[src/rtl/i2cq_pkg.sv]
package i2cq_pkg;
  localparam int WORD_W    = 10;
  localparam int START_BIT = 8;
  localparam int STOP_BIT  = 9;

  typedef enum logic [1:0] {
    OP_START = 2'd0,
    OP_WRITE = 2'd1,
    OP_READ  = 2'd2,
    OP_STOP  = 2'd3
  } bus_op_e;

  typedef enum logic [2:0] {
    S_IDLE, S_WAIT, S_LEN, S_READ, S_FLUSH, S_STOP
  } seq_state_e;
endpackage

[src/rtl/seqq_fifo.sv]
module seqq_fifo #(
  parameter int DEPTH = 16,
  parameter int W     = 10,
  localparam int AW   = $clog2(DEPTH),
  localparam int CW   = $clog2(DEPTH + 1)
) (
  input  logic          clk,
  input  logic          rst_n,
  input  logic          push,
  input  logic [W-1:0]  push_word,
  input  logic          pop,
  output logic [W-1:0]  head,
  output logic [CW-1:0] count,
  output logic          full,
  output logic          empty
);
  logic [W-1:0]  mem [DEPTH];
  logic [AW-1:0] wp, rp, wp_n, rp_n;
  logic [CW-1:0] count_n;
  logic          push_ok, pop_ok;

  assign full    = (count == CW'(DEPTH));
  assign empty   = (count == '0);
  assign push_ok = push && !full;
  assign pop_ok  = pop && !empty;
  assign head    = mem[rp];

  always_comb begin
    wp_n    = wp;
    rp_n    = rp;
    count_n = count;
    if (push_ok) wp_n = (wp == AW'(DEPTH - 1)) ? '0 : wp + 1'b1;
    if (pop_ok)  rp_n = (rp == AW'(DEPTH - 1)) ? '0 : rp + 1'b1;
    if (push_ok && !pop_ok)      count_n = count + 1'b1;
    else if (pop_ok && !push_ok) count_n = count - 1'b1;
  end

  always_ff @(posedge clk or negedge rst_n) begin
    if (!rst_n) begin
      wp    <= '0;
      rp    <= '0;
      count <= '0;
    end else begin
      wp    <= wp_n;
      rp    <= rp_n;
      count <= count_n;
    end
  end

  always_ff @(posedge clk) begin
    if (push_ok) mem[wp] <= push_word;
  end

  AST_NO_OVERFLOW: assert property (@(posedge clk) disable iff (!rst_n)
    (push && full && !pop) |=> $stable(count));
endmodule

[src/rtl/seqq_ctrl.sv]
module seqq_ctrl
  import i2cq_pkg::*;
(
  input  logic              clk,
  input  logic              rst_n,
  input  logic [WORD_W-1:0] head,
  input  logic              empty,
  output logic              pop,
  output logic              eng_req,
  output bus_op_e           eng_op,
  output logic [7:0]        eng_byte,
  output logic              eng_last,
  input  logic              eng_done,
  input  logic              eng_nack,
  input  logic [7:0]        eng_rdata,
  output logic              rx_valid,
  output logic [7:0]        rx_data,
  output logic              bus_busy,
  output logic              set_err,
  output logic              set_bnb
);
  seq_state_e state, state_n;
  logic       req_n, last_n, busy_n, rxv_n, stop_q, stop_n, rd_q, rd_n;
  bus_op_e    op_n;
  logic [7:0] byte_n, rxd_n, left_q, left_n;

  always_comb begin
    state_n = state;
    req_n   = eng_req;
    op_n    = eng_op;
    byte_n  = eng_byte;
    last_n  = eng_last;
    busy_n  = bus_busy;
    stop_n  = stop_q;
    rd_n    = rd_q;
    left_n  = left_q;
    rxv_n   = 1'b0;
    rxd_n   = rx_data;
    pop     = 1'b0;
    set_err = 1'b0;
    set_bnb = 1'b0;
    unique case (state)
      S_IDLE: begin
        if (!empty) begin
          pop = 1'b1;
          if (head[START_BIT]) begin
            req_n   = 1'b1;
            op_n    = OP_START;
            byte_n  = head[7:0];
            last_n  = 1'b0;
            rd_n    = head[0];
            stop_n  = head[STOP_BIT];
            busy_n  = 1'b1;
            state_n = S_WAIT;
          end else if (bus_busy) begin
            req_n   = 1'b1;
            op_n    = OP_WRITE;
            byte_n  = head[7:0];
            last_n  = 1'b0;
            rd_n    = 1'b0;
            stop_n  = head[STOP_BIT];
            state_n = S_WAIT;
          end else begin
            set_err = 1'b1;
          end
        end
      end
      S_WAIT: begin
        if (eng_done) begin
          req_n = 1'b0;
          unique case (eng_op)
            OP_START, OP_WRITE: begin
              if (eng_nack) begin
                set_err = 1'b1;
                state_n = S_FLUSH;
              end else if (eng_op == OP_START && rd_q) begin
                state_n = S_LEN;
              end else begin
                state_n = stop_q ? S_STOP : S_IDLE;
              end
            end
            OP_READ: begin
              rxv_n  = 1'b1;
              rxd_n  = eng_rdata;
              left_n = left_q - 1'b1;
              if (left_q == 8'd1) state_n = stop_q ? S_STOP : S_IDLE;
              else                state_n = S_READ;
            end
            default: begin
              busy_n  = 1'b0;
              set_bnb = 1'b1;
              state_n = S_IDLE;
            end
          endcase
        end
      end
      S_LEN: begin
        if (!empty) begin
          pop    = 1'b1;
          left_n = head[7:0];
          stop_n = head[STOP_BIT];
          if (head[7:0] == 8'd0) state_n = head[STOP_BIT] ? S_STOP : S_IDLE;
          else                   state_n = S_READ;
        end
      end
      S_READ: begin
        req_n   = 1'b1;
        op_n    = OP_READ;
        byte_n  = 8'd0;
        last_n  = (left_q == 8'd1);
        state_n = S_WAIT;
      end
      S_FLUSH: begin
        if (empty || head[START_BIT]) state_n = S_STOP;
        else                          pop     = 1'b1;
      end
      default: begin
        req_n   = 1'b1;
        op_n    = OP_STOP;
        byte_n  = 8'd0;
        last_n  = 1'b0;
        state_n = S_WAIT;
      end
    endcase
  end

  always_ff @(posedge clk or negedge rst_n) begin
    if (!rst_n) begin
      state    <= S_IDLE;
      eng_req  <= 1'b0;
      eng_op   <= OP_START;
      eng_byte <= '0;
      eng_last <= 1'b0;
      bus_busy <= 1'b0;
      stop_q   <= 1'b0;
      rd_q     <= 1'b0;
      left_q   <= '0;
      rx_valid <= 1'b0;
      rx_data  <= '0;
    end else begin
      state    <= state_n;
      eng_req  <= req_n;
      eng_op   <= op_n;
      eng_byte <= byte_n;
      eng_last <= last_n;
      bus_busy <= busy_n;
      stop_q   <= stop_n;
      rd_q     <= rd_n;
      left_q   <= left_n;
      rx_valid <= rxv_n;
      rx_data  <= rxd_n;
    end
  end

  AST_REQ_HELD: assert property (@(posedge clk) disable iff (!rst_n)
    (eng_req && !eng_done) |=> (eng_req && $stable(eng_op) && $stable(eng_byte) && $stable(eng_last)));
  AST_LAST_ONLY_READ: assert property (@(posedge clk) disable iff (!rst_n)
    (eng_req && eng_op != OP_READ) |-> !eng_last);
  AST_STOP_FREES_BUS: assert property (@(posedge clk) disable iff (!rst_n)
    (eng_req && eng_done && eng_op == OP_STOP) |=> !bus_busy);
  AST_START_CLAIMS_BUS: assert property (@(posedge clk) disable iff (!rst_n)
    (eng_req && eng_op == OP_START) |-> bus_busy);
endmodule

[src/rtl/seqq_irq.sv]
module seqq_irq #(
  parameter int DEPTH = 16,
  localparam int CW   = $clog2(DEPTH + 1)
) (
  input  logic          clk,
  input  logic          rst_n,
  input  logic [CW-1:0] count,
  input  logic          set_err,
  input  logic          set_bnb,
  input  logic [7:0]    clr,
  output logic [7:0]    irq_src
);
  localparam logic [CW-1:0] HALF = CW'(DEPTH / 2);
  logic err_q, bnb_q, err_n, bnb_n;

  always_comb begin
    err_n = set_err || (err_q && !clr[1]);
    bnb_n = set_bnb || (bnb_q && !clr[4]);
  end

  always_ff @(posedge clk or negedge rst_n) begin
    if (!rst_n) begin
      err_q <= 1'b0;
      bnb_q <= 1'b0;
    end else begin
      err_q <= err_n;
      bnb_q <= bnb_n;
    end
  end

  always_comb begin
    irq_src    = '0;
    irq_src[1] = err_q;
    irq_src[2] = (count == '0);
    irq_src[4] = bnb_q;
    irq_src[7] = (count <= HALF);
  end

  AST_ERR_STICKY: assert property (@(posedge clk) disable iff (!rst_n)
    (err_q && !clr[1]) |=> err_q);
endmodule

[src/rtl/i2c_cmd_seq.sv]
module i2c_cmd_seq
  import i2cq_pkg::*;
#(
  parameter int DEPTH = 16,
  localparam int LW   = $clog2(DEPTH),
  localparam int CW   = $clog2(DEPTH + 1)
) (
  input  logic              clk,
  input  logic              rst_n,
  input  logic              wr_en,
  input  logic [WORD_W-1:0] wr_word,
  output logic [LW-1:0]     fifo_level,
  output logic              fifo_full,
  output logic              eng_req,
  output logic [1:0]        eng_op,
  output logic [7:0]        eng_byte,
  output logic              eng_last,
  input  logic              eng_done,
  input  logic              eng_nack,
  input  logic [7:0]        eng_rdata,
  output logic              rx_valid,
  output logic [7:0]        rx_data,
  output logic              bus_busy,
  output logic [7:0]        irq_src,
  input  logic [7:0]        irq_clr
);
  logic [WORD_W-1:0] head;
  logic [CW-1:0]     count, count_m1;
  logic              empty, pop, set_err, set_bnb;
  bus_op_e           op;

  seqq_fifo #(.DEPTH(DEPTH), .W(WORD_W)) u_fifo (
    .clk(clk), .rst_n(rst_n), .push(wr_en), .push_word(wr_word), .pop(pop),
    .head(head), .count(count), .full(fifo_full), .empty(empty)
  );

  seqq_ctrl u_ctrl (
    .clk(clk), .rst_n(rst_n), .head(head), .empty(empty), .pop(pop),
    .eng_req(eng_req), .eng_op(op), .eng_byte(eng_byte), .eng_last(eng_last),
    .eng_done(eng_done), .eng_nack(eng_nack), .eng_rdata(eng_rdata),
    .rx_valid(rx_valid), .rx_data(rx_data), .bus_busy(bus_busy),
    .set_err(set_err), .set_bnb(set_bnb)
  );

  seqq_irq #(.DEPTH(DEPTH)) u_irq (
    .clk(clk), .rst_n(rst_n), .count(count), .set_err(set_err),
    .set_bnb(set_bnb), .clr(irq_clr), .irq_src(irq_src)
  );

  assign eng_op     = op;
  assign count_m1   = empty ? '0 : count - 1'b1;
  assign fifo_level = count_m1[LW-1:0];
endmodule

[config.mk]
export PLATFORM = sky130hd
export DESIGN_NAME = i2c_cmd_seq
export DESIGN_NICKNAME = d
export VERILOG_FILES = /design/src/rtl/i2cq_pkg.sv /design/src/rtl/seqq_fifo.sv /design/src/rtl/seqq_ctrl.sv /design/src/rtl/seqq_irq.sv /design/src/rtl/i2c_cmd_seq.sv
export SDC_FILE = /design/constraint.sdc
export NUM_CORES = 1
export LEC_CHECK = 0
export BUFFER_PORTS_ARGS = -buffer_cell sky130_fd_sc_hd__buf_2
export CAP_MARGIN = 30
export CORE_UTILIZATION = 45
export DETAILED_ROUTE_END_ITERATION = 7
export PLACE_DENSITY = 0.7
export SYNTH_ARGS = -nofsm -noshare
export SYNTH_HDL_FRONTEND = slang
export SYNTH_SLANG_ARGS = --single-unit
[constraint.sdc]
create_clock -name clk -period 5.01 [get_ports clk]
set_input_delay 1.002 -clock clk [delete_from_list [all_inputs] [get_ports clk]]
set_output_delay 1.002 -clock clk [all_outputs]
set_load 0.02 [all_outputs]
==> metrics.md, run 1 <==
| Metric | Value |
|---|---|
| Run status | `completed` |
| Arrival @ worst endpoint | `3550 ps` |
| Fill cells | `1581` |
| Largest net degree at the start of global routing | `51` |
| Routed WL | `17900 microns` |
| Drt wl/cell | `19.1 microns` |
| HP Class | `reg2reg` |
| Met1 WL | `7650 microns` |
| Iter 0 DRT Violations | `388` |
| Worst-Skew Late Latency | `510 ps` |
| Peak fanout along the critical path | `33` |
| Core ar. | `19500 sq um` |
| Fmax | `0.314 GHz` |
| # Post-CTS Setup Buffers | `0` |
| Inst Count DP | `893` |
| Total track usage | `18.1%` |
| Final Hold Viols | `0` |
| N_diodes | `0` |
| Power Dens Cells | `604 nW/um^2` |
| Initial antenna violation count | `0` |
| Least-Margin Pin Slew | `919 ps` |
| DR vias/cell | `5.57` |
| Worst Min Path Start | `u_ctrl.rx_data[1]$_DFFE_PN0P_` |
| Peak supply drop | `0.344 mV` |
| Number of gates resized after cts | `0` |
| P_leak | `3.76 nW` |
| Area grow syn2layout | `14.1%` |
| Clock transition at path regs | `60 ps` |
| Multi-input logic area | `2630 sq um` |
| CTS tree | `yes` |
| Met2 Wirelength | `8890 microns` |
| Reported max-cap violation count | `0` |
| CP top delay family | `compound AO/OA/AOI/OAI gates` |
| Top Layer Used | `met4` |
| Most common library cell in the layout ignoring fill and taps | `edfxtp_1` |
| CP max stage delay | `930 ps` |
| DP HPWL | `11900 microns` |
| Post-route insts no fill | `938` |
| Post-Syn Area per Cell | `15.1 sq um` |
| First-pass GRT wire length | `27700 microns` |
| Remaining DRCs | `0` |
| Clk Tree Root Cell | `clkbuf_16` |
| Sequential cell area | `6060 sq um` |
| Critical path buffers and inverters | `1` |
| Most used DFF post-synth | `edfxtp_1` |
| Post-synth EDFFs | `160` |
| I/O Pins | `66` |
| # setup viols final | `0` |
| Worst slew margin | `38.5%` |
| Worst path cell trace | `buf_4, mux4_2, a22o_1, a221oi_2, nand4_1, a211oi_2, a21boi_0` |
| Yosys top cell by area | `edfxtp_1` |
| IO buf count | `55` |
| Post-synth ARST share | `23.8%` |
| Vias | `5226` |
| GRT overflow | `0` |
| Layout Nets | `699` |
| Share of the core filled with cells | `52.5%` |
| WL met3 | `1030 microns` |
| Die ar. | `20500 sq um` |
| CP Launch Point | `u_fifo.rp[1]$_DFFE_PN0P_` |
| Vias in the first global route | `5064` |
| Clock sinks | `210` |
| Worst Path Required | `5370 ps` |
| Crit Path Category | `reg2reg` |
| Layout cells sized above 1 | `22.9%` |
| Seq/Total Area, Yosys | `67.7%` |
| Post-synthesis cell count | `591` |
| Seq cells post-synth | `210` |
| Final worst-path cycle share | `63.6%` |
| Clock Skew | `16.7 ps` |
| Setup tns final | `0 ps` |
| CP max-delay cell | `dfrtp_2` |
| Warnings, synthesis | `0` |
| Die X | `143 microns` |
| Mapped cell area | `8950 sq um` |
| Detailed Routing Iterations Pass 1 | `5` |
| Post-route antenna net violation count | `0` |
| GPL Wtd Cong | `0.848` |
| Top cell type's share of synthesized area | `53.7%` |
| CTS H-tree depth | `1` |
| Largest cells by area after synthesis | `edfxtp_1, dfrtp_1, mux4_2` |
| Clock Tree Buf Depth | `3` |
| Most frequent cells in the layout | `edfxtp_1, buf_2, dfrtp_1` |
| Die height | `143 microns` |
| CTS Buf Count | `22` |
| R2R Path Start | `u_fifo.rp[1]$_DFFE_PN0P_` |
| CP Launch Type | `flop` |
| Crit end category | `flop` |
| Initial Utilization | `46.0%` |
| Row count | `51` |
| Post-CTS Hold Fix Bufs | `0` |
| Distinct cell type count after synthesis | `68` |
| Final Max Tran Viols | `0` |
| Period minus WS final | `3190 ps` |
| RSZ-0062 raised after global routing | `false` |
-- cell usage after synthesis (6+ instances only) --
| library cell | count |
|---|---|
| edfxtp_1 | 160 |
| dfrtp_1 | 50 |
| nand2_1 | 45 |
| nor2_1 | 33 |
| mux4_2 | 31 |
| o21ai_0 | 26 |
| nand3_1 | 20 |
| inv_1 | 19 |
| mux2i_1 | 18 |
| a21oi_1 | 14 |
| a22oi_1 | 14 |
| clkbuf_1 | 14 |
| a22o_1 | 13 |
| nor3_1 | 12 |
| ha_1 | 11 |
| buf_4 | 9 |
| nand2b_1 | 8 |
| buf_2 | 6 |
| nor2b_1 | 6 |
-- stage by stage --
step / power [mW] / worst slack, ps / hold WS (ps) / instance area [sq um]
floorplan: 4.06 / 2320 / 473 / 8960
global placement: 4.56 / 1800 / 454 / 9430
detailed placement: 4.65 / 1770 / 462 / 9490
CTS: 6.21 / 1800 / 477 / 10200
global route: 6.51 / 1650 / 501 / 10200
finish: 6.17 / 1820 / 475 / 10200
-- power breakdown --
part / total, mW / switching, mW / internal [mW]
logic: 2.08 / 1.20 / 0.879
clock network: 1.56 / 0.630 / 0.927
registers: 2.53 / 0.350 / 2.18
-- worst reg2reg max path, stage by stage, from the launching register on --
cell and delay, ps:
dfrtp_2 930, buf_4 470, mux4_2 350, a22o_1 260
a221oi_2 380, nand4_1 230, a211oi_2 280, a21boi_0 150
-- final timing paths --
kind	to	slack [ps]	cells after the start
min	u_ctrl.rx_data[1]$_DFFE_PN0P_	480	2
max	u_ctrl.state[0]$_DFFE_PN0P_	1820	7
max in group asynchronous	u_fifo.rp[0]$_DFFE_PN0P_	3900	2
min reg2reg	u_ctrl.rx_data[1]$_DFFE_PN0P_	480	2
min in group asynchronous	u_fifo.count[4]$_DFFE_PN0P_	610	2
max reg2reg	u_ctrl.state[0]$_DFFE_PN0P_	1820	7
-- logic make-up after synthesis --
group | after synthesis | share of synthesized area (%)
flip-flops | 210 | 67.7
AND/OR/NAND/NOR | 148 | 8.05
AO/OA/AOI/OAI | 102 | 8.04
multiplexers | 55 | 10.7
buffers and inverters | 55 | 3.06
adder cells (fa/ha/maj) | 11 | 1.54
XOR/XNOR | 9 | 0.881
other | 1 | 0.0419
-- cell type report --
class,count,area share (%)
flip-flops and latches,210,59.3
clock inverters,5,0.514
inverters,20,0.735
multi-input cells,329,25.8
well taps,265,3.25
clock buffers,35,6.27
repair buffers,74,4.16
-- metal layers --
layer	GRT usage [%]	vias to the layer above
met5	0	-
met4	4.30	0
met2	31.0	179
met3	3.25	26
met1	23.9	2621
li1	-	2400
-- state kept, by name, summed over array words and instances (netlist names) --
signal / flops
u_fifo.mem: 160
u_ctrl.eng_byte: 8
u_ctrl.left_q: 8
u_ctrl.rx_data: 8
u_fifo.count: 5
u_fifo.rp: 4
u_fifo.wp: 4
u_ctrl.state: 3
u_ctrl.eng_op: 2
u_ctrl.bus_busy: 1
u_ctrl.eng_last: 1
u_ctrl.eng_req: 1
u_ctrl.rd_q: 1
u_ctrl.rx_valid: 1
u_ctrl.stop_q: 1
u_irq.bnb_q: 1
u_irq.err_q: 1
Power figures use the tool's default switching activity.
==> run 2, diff against run 1 <==
PLACE_DENSITY = 0.73   (was 0.7)
clock period = 2.7 ns   (was 5.01 ns; I/O delays follow)
==> run 2 against run 1 <==
  * Core utilization grew 1.6 points
  * Flip-flop and latch count is the same
  * Via count grew 3.7%
  * Total power grew 93%
  * Hold slack lost 420 ps
==> metrics.md, run 2 (synthesis results as in run 1) <==
| Metric | Value |
|---|---|
| Crit end category | `flop` |
| Share of the core filled with cells | `54.1% (+1.6 points)` |
| Die height | `143 microns (unchanged)` |
| Clk Tree Root Cell | `clkbuf_16` |
| R2R depth | `8 (+1)` |
| Post-CTS Hold Fix Bufs | `0 (unchanged)` |
| Setup tns final | `0 ps (unchanged)` |
| Clock sinks | `210 (unchanged)` |
| CTS H-tree depth | `1 (unchanged)` |
| Max reg flops | `160 (unchanged)` |
| Largest net degree at the start of global routing | `43 (-16%)` |
| CP max stage delay | `550 ps (-380 ps)` |
| Post-route antenna net violation count | `0 (unchanged)` |
| Power Dens Cells | `1130 nW/um^2 (+87%)` |
| Met2 GRT Util | `32.3% (+1.3 points)` |
| GRT met1 Usage | `23.8% (-0.11 points)` |
| Detailed Routing Iterations Pass 1 | `5 (unchanged)` |
| Die ar. | `20500 sq um (unchanged)` |
| Setup ws final | `94.7 ps (-1730 ps)` |
| P_leak | `3.94 nW (+4.7%)` |
| Post-route insts no fill | `970 (+3.4%)` |
| IO buf count | `55 (unchanged)` |
| Worst-Skew Late Latency | `510 ps (about the same)` |
| Period minus WS final | `2610 ps (-581 ps)` |
| HP Class | `in2async` |
| Layout cells sized above 1 | `27.0% (+4.1 points)` |
| Worst Path Required | `3070 ps (-2300 ps)` |
| Arrival @ worst endpoint | `2970 ps (-580 ps)` |
| Most common library cell in the layout ignoring fill and taps | `edfxtp_1` |
| GPL Wtd Cong | `0.887 (+4.6%)` |
| CTS tree | `yes` |
| Top reg by flops | `u_fifo.mem` |
| Final worst-path cycle share | `96.5% (+33 points)` |
| Peak fanout along the critical path | `15 (-55%)` |
| Routed WL | `18700 microns (+4.5%)` |
| Crit Path Category | `reg2reg` |
| Pre-CTS setup slack | `49.1 ps (-1720 ps)` |
| Die X | `143 microns (unchanged)` |
| R2R Path Start | `u_fifo.rp[0]$_DFFE_PN0P_` |
| Remaining DRCs | `0 (unchanged)` |
| Row count | `51 (unchanged)` |
| Total track usage | `18.5% (+0.47 points)` |
| Drt wl/cell | `19.3 microns (+1.1%)` |
| Power, Total | `11.9 mW (+93%)` |
| CP max-delay cell | `mux4_2` |
| CTS Buf Count | `22 (unchanged)` |
| Dpl cell area | `9690 sq um (+2.2%)` |
| Layout Nets | `732 (+4.7%)` |
| First-pass GRT wire length | `28800 microns (+4.0%)` |
| Hold slack final | `60.4 ps (-415 ps)` |
| CP Launch Type | `flop` |
| Inst Count DP | `918 (+2.8%)` |
| Initial antenna violation count | `0 (unchanged)` |
| DR vias/cell | `5.59 (+0.31%)` |
| Final Hold Viols | `0 (unchanged)` |
| Initial Utilization | `46.0% (unchanged)` |
| N_diodes | `0 (unchanged)` |
| Clock transition at path regs | `60 ps (about the same)` |
| Reported max-cap violation count | `0 (unchanged)` |
| Clock Skew | `21.7 ps (+5.02 ps)` |
| Fmax | `0.384 GHz (+22%)` |
| Peak supply drop | `0.547 mV (+59%)` |
| GR Util met3 | `3.25% (unchanged)` |
| Core ar. | `19500 sq um (unchanged)` |
| Final Max Tran Viols | `0 (unchanged)` |
| Worst slew margin | `45.7% (+7.2 points)` |
| Run status | `completed` |
| # setup viols final | `0 (unchanged)` |
| Worst reg2reg setup slack | `90 ps (-1730 ps)` |
| Vias in the first global route | `5307 (+4.8%)` |
| DP HPWL | `12200 microns (+2.2%)` |
| Area grow syn2layout | `17.6%` |
| Iter 0 DRT Violations | `432 (+11%)` |
| Clock Tree Buf Depth | `3 (unchanged)` |
| Least-Margin Pin Slew | `809 ps (-110 ps)` |
| Worst path cell trace | `buf_12, buf_16, mux4_2, a22o_1, a221oi_4, nand4_1, a211oi_2, a21boi_0` |
| Gr busiest metal | `met2` |
| GRT overflow | `0 (unchanged)` |
| Crit Reg-Reg Endpoint | `u_ctrl.state[0]$_DFFE_PN0P_` |
| Most frequent cells in the layout | `edfxtp_1, buf_2, buf_4, dfrtp_1, nand2_1` |
| I/O Pins | `66 (unchanged)` |
| Vias | `5421 (+3.7%)` |
| Fin area | `10500 sq um (+3.0%)` |
-- run 2: changes by cell type in the layout (fill, tap and decap cells not counted), sizes merged --
| cell | previous run | this run |
|---|---|---|
| buf | 74 | 106 |
| clkbuf | 35 | 32 |
| clkinv | 4 | 7 |
| bufinv | 1 | 0 |
| clkinvlp | 1 | 2 |
-- run 2: repair_timing --
| item | 4_1_cts | 5_1_grt |
|---|---|---|
| resized for setup | 0 | 4 |
| setup buffers | 0 | 12 |
| setup endpoints to repair | 0 | 10 |
-- run 2: metal layers --
metal / part of all wire [%] / wire [microns]
met1: 40 / 7510
met2: 51 / 9580
met3: 6.9 / 1280
met4: 1.8 / 333
met5: 0 / 0
-- run 2: worst max path at each step --
stage | startpoint | end | slack [ps] | depth (start not counted)
final | u_fifo.rp[0]$_DFFE_PN0P_ | u_ctrl.state[0]$_DFFE_PN0P_ | 90 | 8
after detailed placement | u_fifo.rp[0]$_DFFE_PN0P_ | u_fifo.count[4]$_DFFE_PN0P_ | 50 | 9
after CTS | u_fifo.rp[0]$_DFFE_PN0P_ | u_fifo.count[4]$_DFFE_PN0P_ | 50 | 9
after global placement | u_fifo.rp[0]$_DFFE_PN0P_ | u_fifo.count[4]$_DFFE_PN0P_ | 120 | 9
after floorplan | u_fifo.count[0]$_DFFE_PN0P_ | u_fifo.mem[1][0]$_DFFE_PP_ | 60 | 7
after global routing | u_fifo.rp[0]$_DFFE_PN0P_ | u_ctrl.state[0]$_DFFE_PN0P_ | -50 | 8
-- run 2: final cells by class --
class,instances,area [sq um]
Timing Repair Buffer,107,728
Inverter,20,75.1
Sequential cell,210,6060
Multi-Input combinational cell,329,2650
Clock buffer,31,626
Fill cell,1551,8940
Tap cell,265,332
Clock inverter,8,53.8
-- run 2: where the power goes --
part | leakage (nW) | switching, mW | total (mW) | internal, mW
Combinational | 1.55 | 2.51 | 4.55 | 2.04
Sequential | 2.07 | 0.502 | 4.55 | 4.05
Clock | 0.327 | 1.18 | 2.79 | 1.62
Total | 3.94 | 4.18 | 11.9 | 7.71
-- run 2: worst max-delay path: cells and delay by family (launching register included) --
family / cells / cell delay [ps]
muxes: 1 / 550
and+or+nand+nor: 1 / 180
DFF: 1 / 500
buffers and inverters: 2 / 290
AOI/OAI and AO/OA: 4 / 930
==> run 3, diff against run 2 <==
SYNTH_HIERARCHICAL = 1   (was not set)
==> run 3 against run 2 <==
  * Worst setup slack got worse by 390 ps
  * Sequential power down 3%
  * The run now ends with setup timing left
  * Clock-buffer cell count is 6 lower
  * Critical endpoint is now u_fifo/count[4]$_DFFE_PN0P_
  * Largest power group is now combinational logic
  * Area after synthesis is 3.1% higher
  * Die area up 3.0%
  * Routed wire length up 4.3%
  * Critical path depth is 6 higher
==> metrics.md, run 3 <==
| Metric | Value |
|---|---|
| Run status | `finished, violations left` |
| Failing checks | `setup timing` |
| Final Hold Viols | `0 (unchanged)` |
| Layout cells sized above 1 | `30.7% (+3.8 points)` |
| Post-synthesis cell count | `590 (-0.17%)` |
| DP HPWL | `12900 microns (+6.0%)` |
| Most frequent cell after synthesis | `edfxtp_1` |
| Routed WL | `19500 microns (+4.3%)` |
| Core ar. | `20200 sq um (+3.6%)` |
| Row count | `52 (+2.0%)` |
| CTS tree | `yes` |
| DR vias/cell | `5.63 (+0.83%)` |
| Die height | `145 microns (+1.5%)` |
| P_leak | `4.11 nW (+4.2%)` |
| IO buf count | `55 (unchanged)` |
| Fin area | `10900 sq um (+3.7%)` |
| Worst slew margin | `32.0% (-14 points)` |
| GRT overflow | `0 (unchanged)` |
| Most frequent cells in the layout | `edfxtp_1, buf_4, buf_2` |
| Peak supply drop | `0.526 mV (-3.8%)` |
| Multi-input logic area | `3010 sq um (+13%)` |
| Fill cells | `1613 (+4.0%)` |
| Peak fanout along the critical path | `5 (-10)` |
| Vias | `5539 (+2.2%)` |
| Post-route antenna net violation count | `0 (unchanged)` |
| Power Dens Cells | `1150 nW/um^2 (+1.6%)` |
| Die ar. | `21100 sq um (+3.0%)` |
| Largest cells by area after synthesis | `edfxtp_1, dfrtp_1, mux4_1` |
| Dpl cell area | `10000 sq um (+3.5%)` |
| Clk Tree Root Cell | `clkbuf_16` |
| # setup viols final | `8 (+8)` |
| Top reg by flops | `u_fifo/mem` |
| Warnings, synthesis | `6 (+6)` |
| N_diodes | `0 (unchanged)` |
| Post-synth EDFFs | `160 (unchanged)` |
| Clock sinks | `210 (unchanged)` |
| Post-synth ARST share | `23.8% (unchanged)` |
| Final worst-path cycle share | `111% (+14 points)` |
| Die X | `145 microns (+1.5%)` |
| Initial antenna violation count | `0 (unchanged)` |
| Most common library cell in the layout ignoring fill and taps | `edfxtp_1` |
| CTS H-tree depth | `1 (unchanged)` |
| Worst reg2reg setup slack | `-290 ps (-390 ps)` |
| Total track usage | `18.5% (-0.021 points)` |
| Setup ws final | `-291 ps (-386 ps)` |
| Seq/Total Area, Yosys | `65.6% (-2.0 points)` |
| Layout Nets | `742 (+1.4%)` |
| Largest net degree at the start of global routing | `51 (+19%)` |
| Crit end category | `flop` |
| Hold slack final | `155 ps (+94.9 ps)` |
| First-pass GRT wire length | `30600 microns (+6.3%)` |
| Arrival @ worst endpoint | `3420 ps (+450 ps)` |
| Met2 GRT Util | `31.7% (-0.62 points)` |
| Area grow syn2layout | `18.3%` |
| Mapped cell area | `9230 sq um (+3.1%)` |
| R2R Path Start | `u_fifo/rp[0]$_DFFE_PN0P_` |
| Commonest cells in the netlist | `edfxtp_1, dfrtp_1, nor2_1, mux2i_1` |
| Seq cells post-synth | `210 (unchanged)` |
| Least-Margin Pin Slew | `1020 ps (+207 ps)` |
| Worst-Skew Late Latency | `510 ps (about the same)` |
| Final Max Tran Viols | `0 (unchanged)` |
| Gr busiest metal | `met2` |
| Sequential cell area | `6060 sq um (unchanged)` |
| Clock transition at path regs | `60 ps (about the same)` |
| Top cell type's share of synthesized area | `52.1% (-1.6 points)` |
| Yosys top cell by area | `edfxtp_1` |
| Distinct cell type count after synthesis | `70 (+2.9%)` |
| Period minus WS final | `2990 ps (+386 ps)` |
| HP Class | `in2async` |
| GPL Wtd Cong | `0.837 (-5.5%)` |
| RSZ-0062 raised after global routing | `true` |
| Clock Skew | `8.13 ps (-13.5 ps)` |
| Most used DFF post-synth | `edfxtp_1` |
| Fmax | `0.334 GHz (-13%)` |
| Post-Syn Area per Cell | `15.6 sq um (+3.2%)` |
| Initial Utilization | `45.7% (-0.25 points)` |
| GRT met1 Usage | `23.9% (+0.13 points)` |
| Detailed Routing Iterations Pass 1 | `5 (unchanged)` |
| Crit Reg-Reg Endpoint | `u_fifo/count[4]$_DFFE_PN0P_` |
| Reported max-cap violation count | `0 (unchanged)` |
| Iter 0 DRT Violations | `370 (-14%)` |
| Remaining DRCs | `0 (unchanged)` |
| Crit Path Category | `reg2reg` |
| CTS Buf Count | `22 (unchanged)` |
| Worst Path Required | `3120 ps (+50 ps)` |
| Drt wl/cell | `19.9 microns (+3.0%)` |
| CP Launch Type | `flop` |
| Max reg flops | `160 (unchanged)` |
| Clock Tree Buf Depth | `3 (unchanged)` |
| R2R depth | `14 (+6)` |
| I/O Pins | `66 (unchanged)` |
| Vias in the first global route | `5673 (+6.9%)` |
| GR Util met3 | `3.68% (+0.43 points)` |
==> run 3: routing by layer <==
metal,part of all wire (%),up-vias
met2,49,211
met5,0,-
met1,42,2761
li1,-,2528
met4,2.3,0
met3,5.8,39
==> run 3: cells by family after synthesis <==
group / Yosys count / share of synthesized area, %
compound gates: 121 / 9.32
mux: 73 / 13.0
fa+ha+maj: 14 / 1.95
simple gates: 108 / 6.10
buf+inv: 56 / 3.25
flops: 210 / 65.6
xor+xnor: 7 / 0.665
other cells: 1 / 0.0406
==> run 3: worst max-delay path, cell delays in order (launching register included) <==
cell and delay (ps):
dfrtp_2 430, mux4_1 570, a32oi_1 210, o21ai_2 110, inv_2 90, a21oi_4 60
nor3_4 250, o21ai_4 100, ha_4 180, inv_6 70, ha_4 190, a21o_1 160
a21oi_2 130, mux2i_1 220, xnor2_1 140
==> run 3: through the flow <==
| stage | total power [mW] | setup slack (ps) | TNS (ps) | std cells | utilization [%] |
|---|---|---|---|---|---|
| 6_report | 12.5 | -291 | -829 | 983 | 54.1 |
| 5_1_grt | 13.2 | -501 | -2240 | 983 | 54.1 |
| 4_1_cts | 12.2 | -285 | -690 | 974 | 53.3 |
| 3_5_place_dp | 9.29 | -388 | -1220 | 929 | 49.7 |
| 3_3_place_gp | 9.10 | -289 | -929 | 925 | 49.6 |
| 2_1_floorplan | 7.73 | -401 | -1100 | 593 | - |
==> run 3: worst max-delay path by stage <==
stage                             start                     endpoint  cells after the start
5_1_grt        u_fifo/rp[0]$_DFFE_PN0P_  u_fifo/count[4]$_DFFE_PN0P_                     15
4_1_cts        u_fifo/rp[0]$_DFFE_PN0P_  u_fifo/count[4]$_DFFE_PN0P_                     15
6_report       u_fifo/rp[0]$_DFFE_PN0P_  u_fifo/count[4]$_DFFE_PN0P_                     14
3_3_place_gp   u_fifo/rp[0]$_DFFE_PN0P_  u_fifo/count[4]$_DFFE_PN0P_                     16
2_1_floorplan  u_fifo/rp[0]$_DFFE_PN0P_  u_fifo/count[4]$_DFFE_PN0P_                     16
3_5_place_dp   u_fifo/rp[0]$_DFFE_PN0P_  u_fifo/count[4]$_DFFE_PN0P_                     16
==> run 3: final cells by class <==
class                   instances  share of cell area, %
flip-flops and latches        210                   55.5
multi-input cells             327                   27.5
repair buffers                117                   7.24
clock buffers                  25                   5.15
well taps                     270                   3.10
inverters                      20                  0.734
clock inverters                14                  0.722
==> run 3: report_power, final <==
group	internal (mW)	switching [mW]
logic	2.54	2.89
clock network	1.50	1.19
registers	4.04	0.376
total	8.08	4.45
==> run 3: repair_timing <==
item,4_1_cts,5_1_grt
pin swaps,3,10
hold buffers,0,0
setup endpoints to repair,7,24
resized for setup,11,27
setup buffers,6,7
hold endpoints to repair,0,0
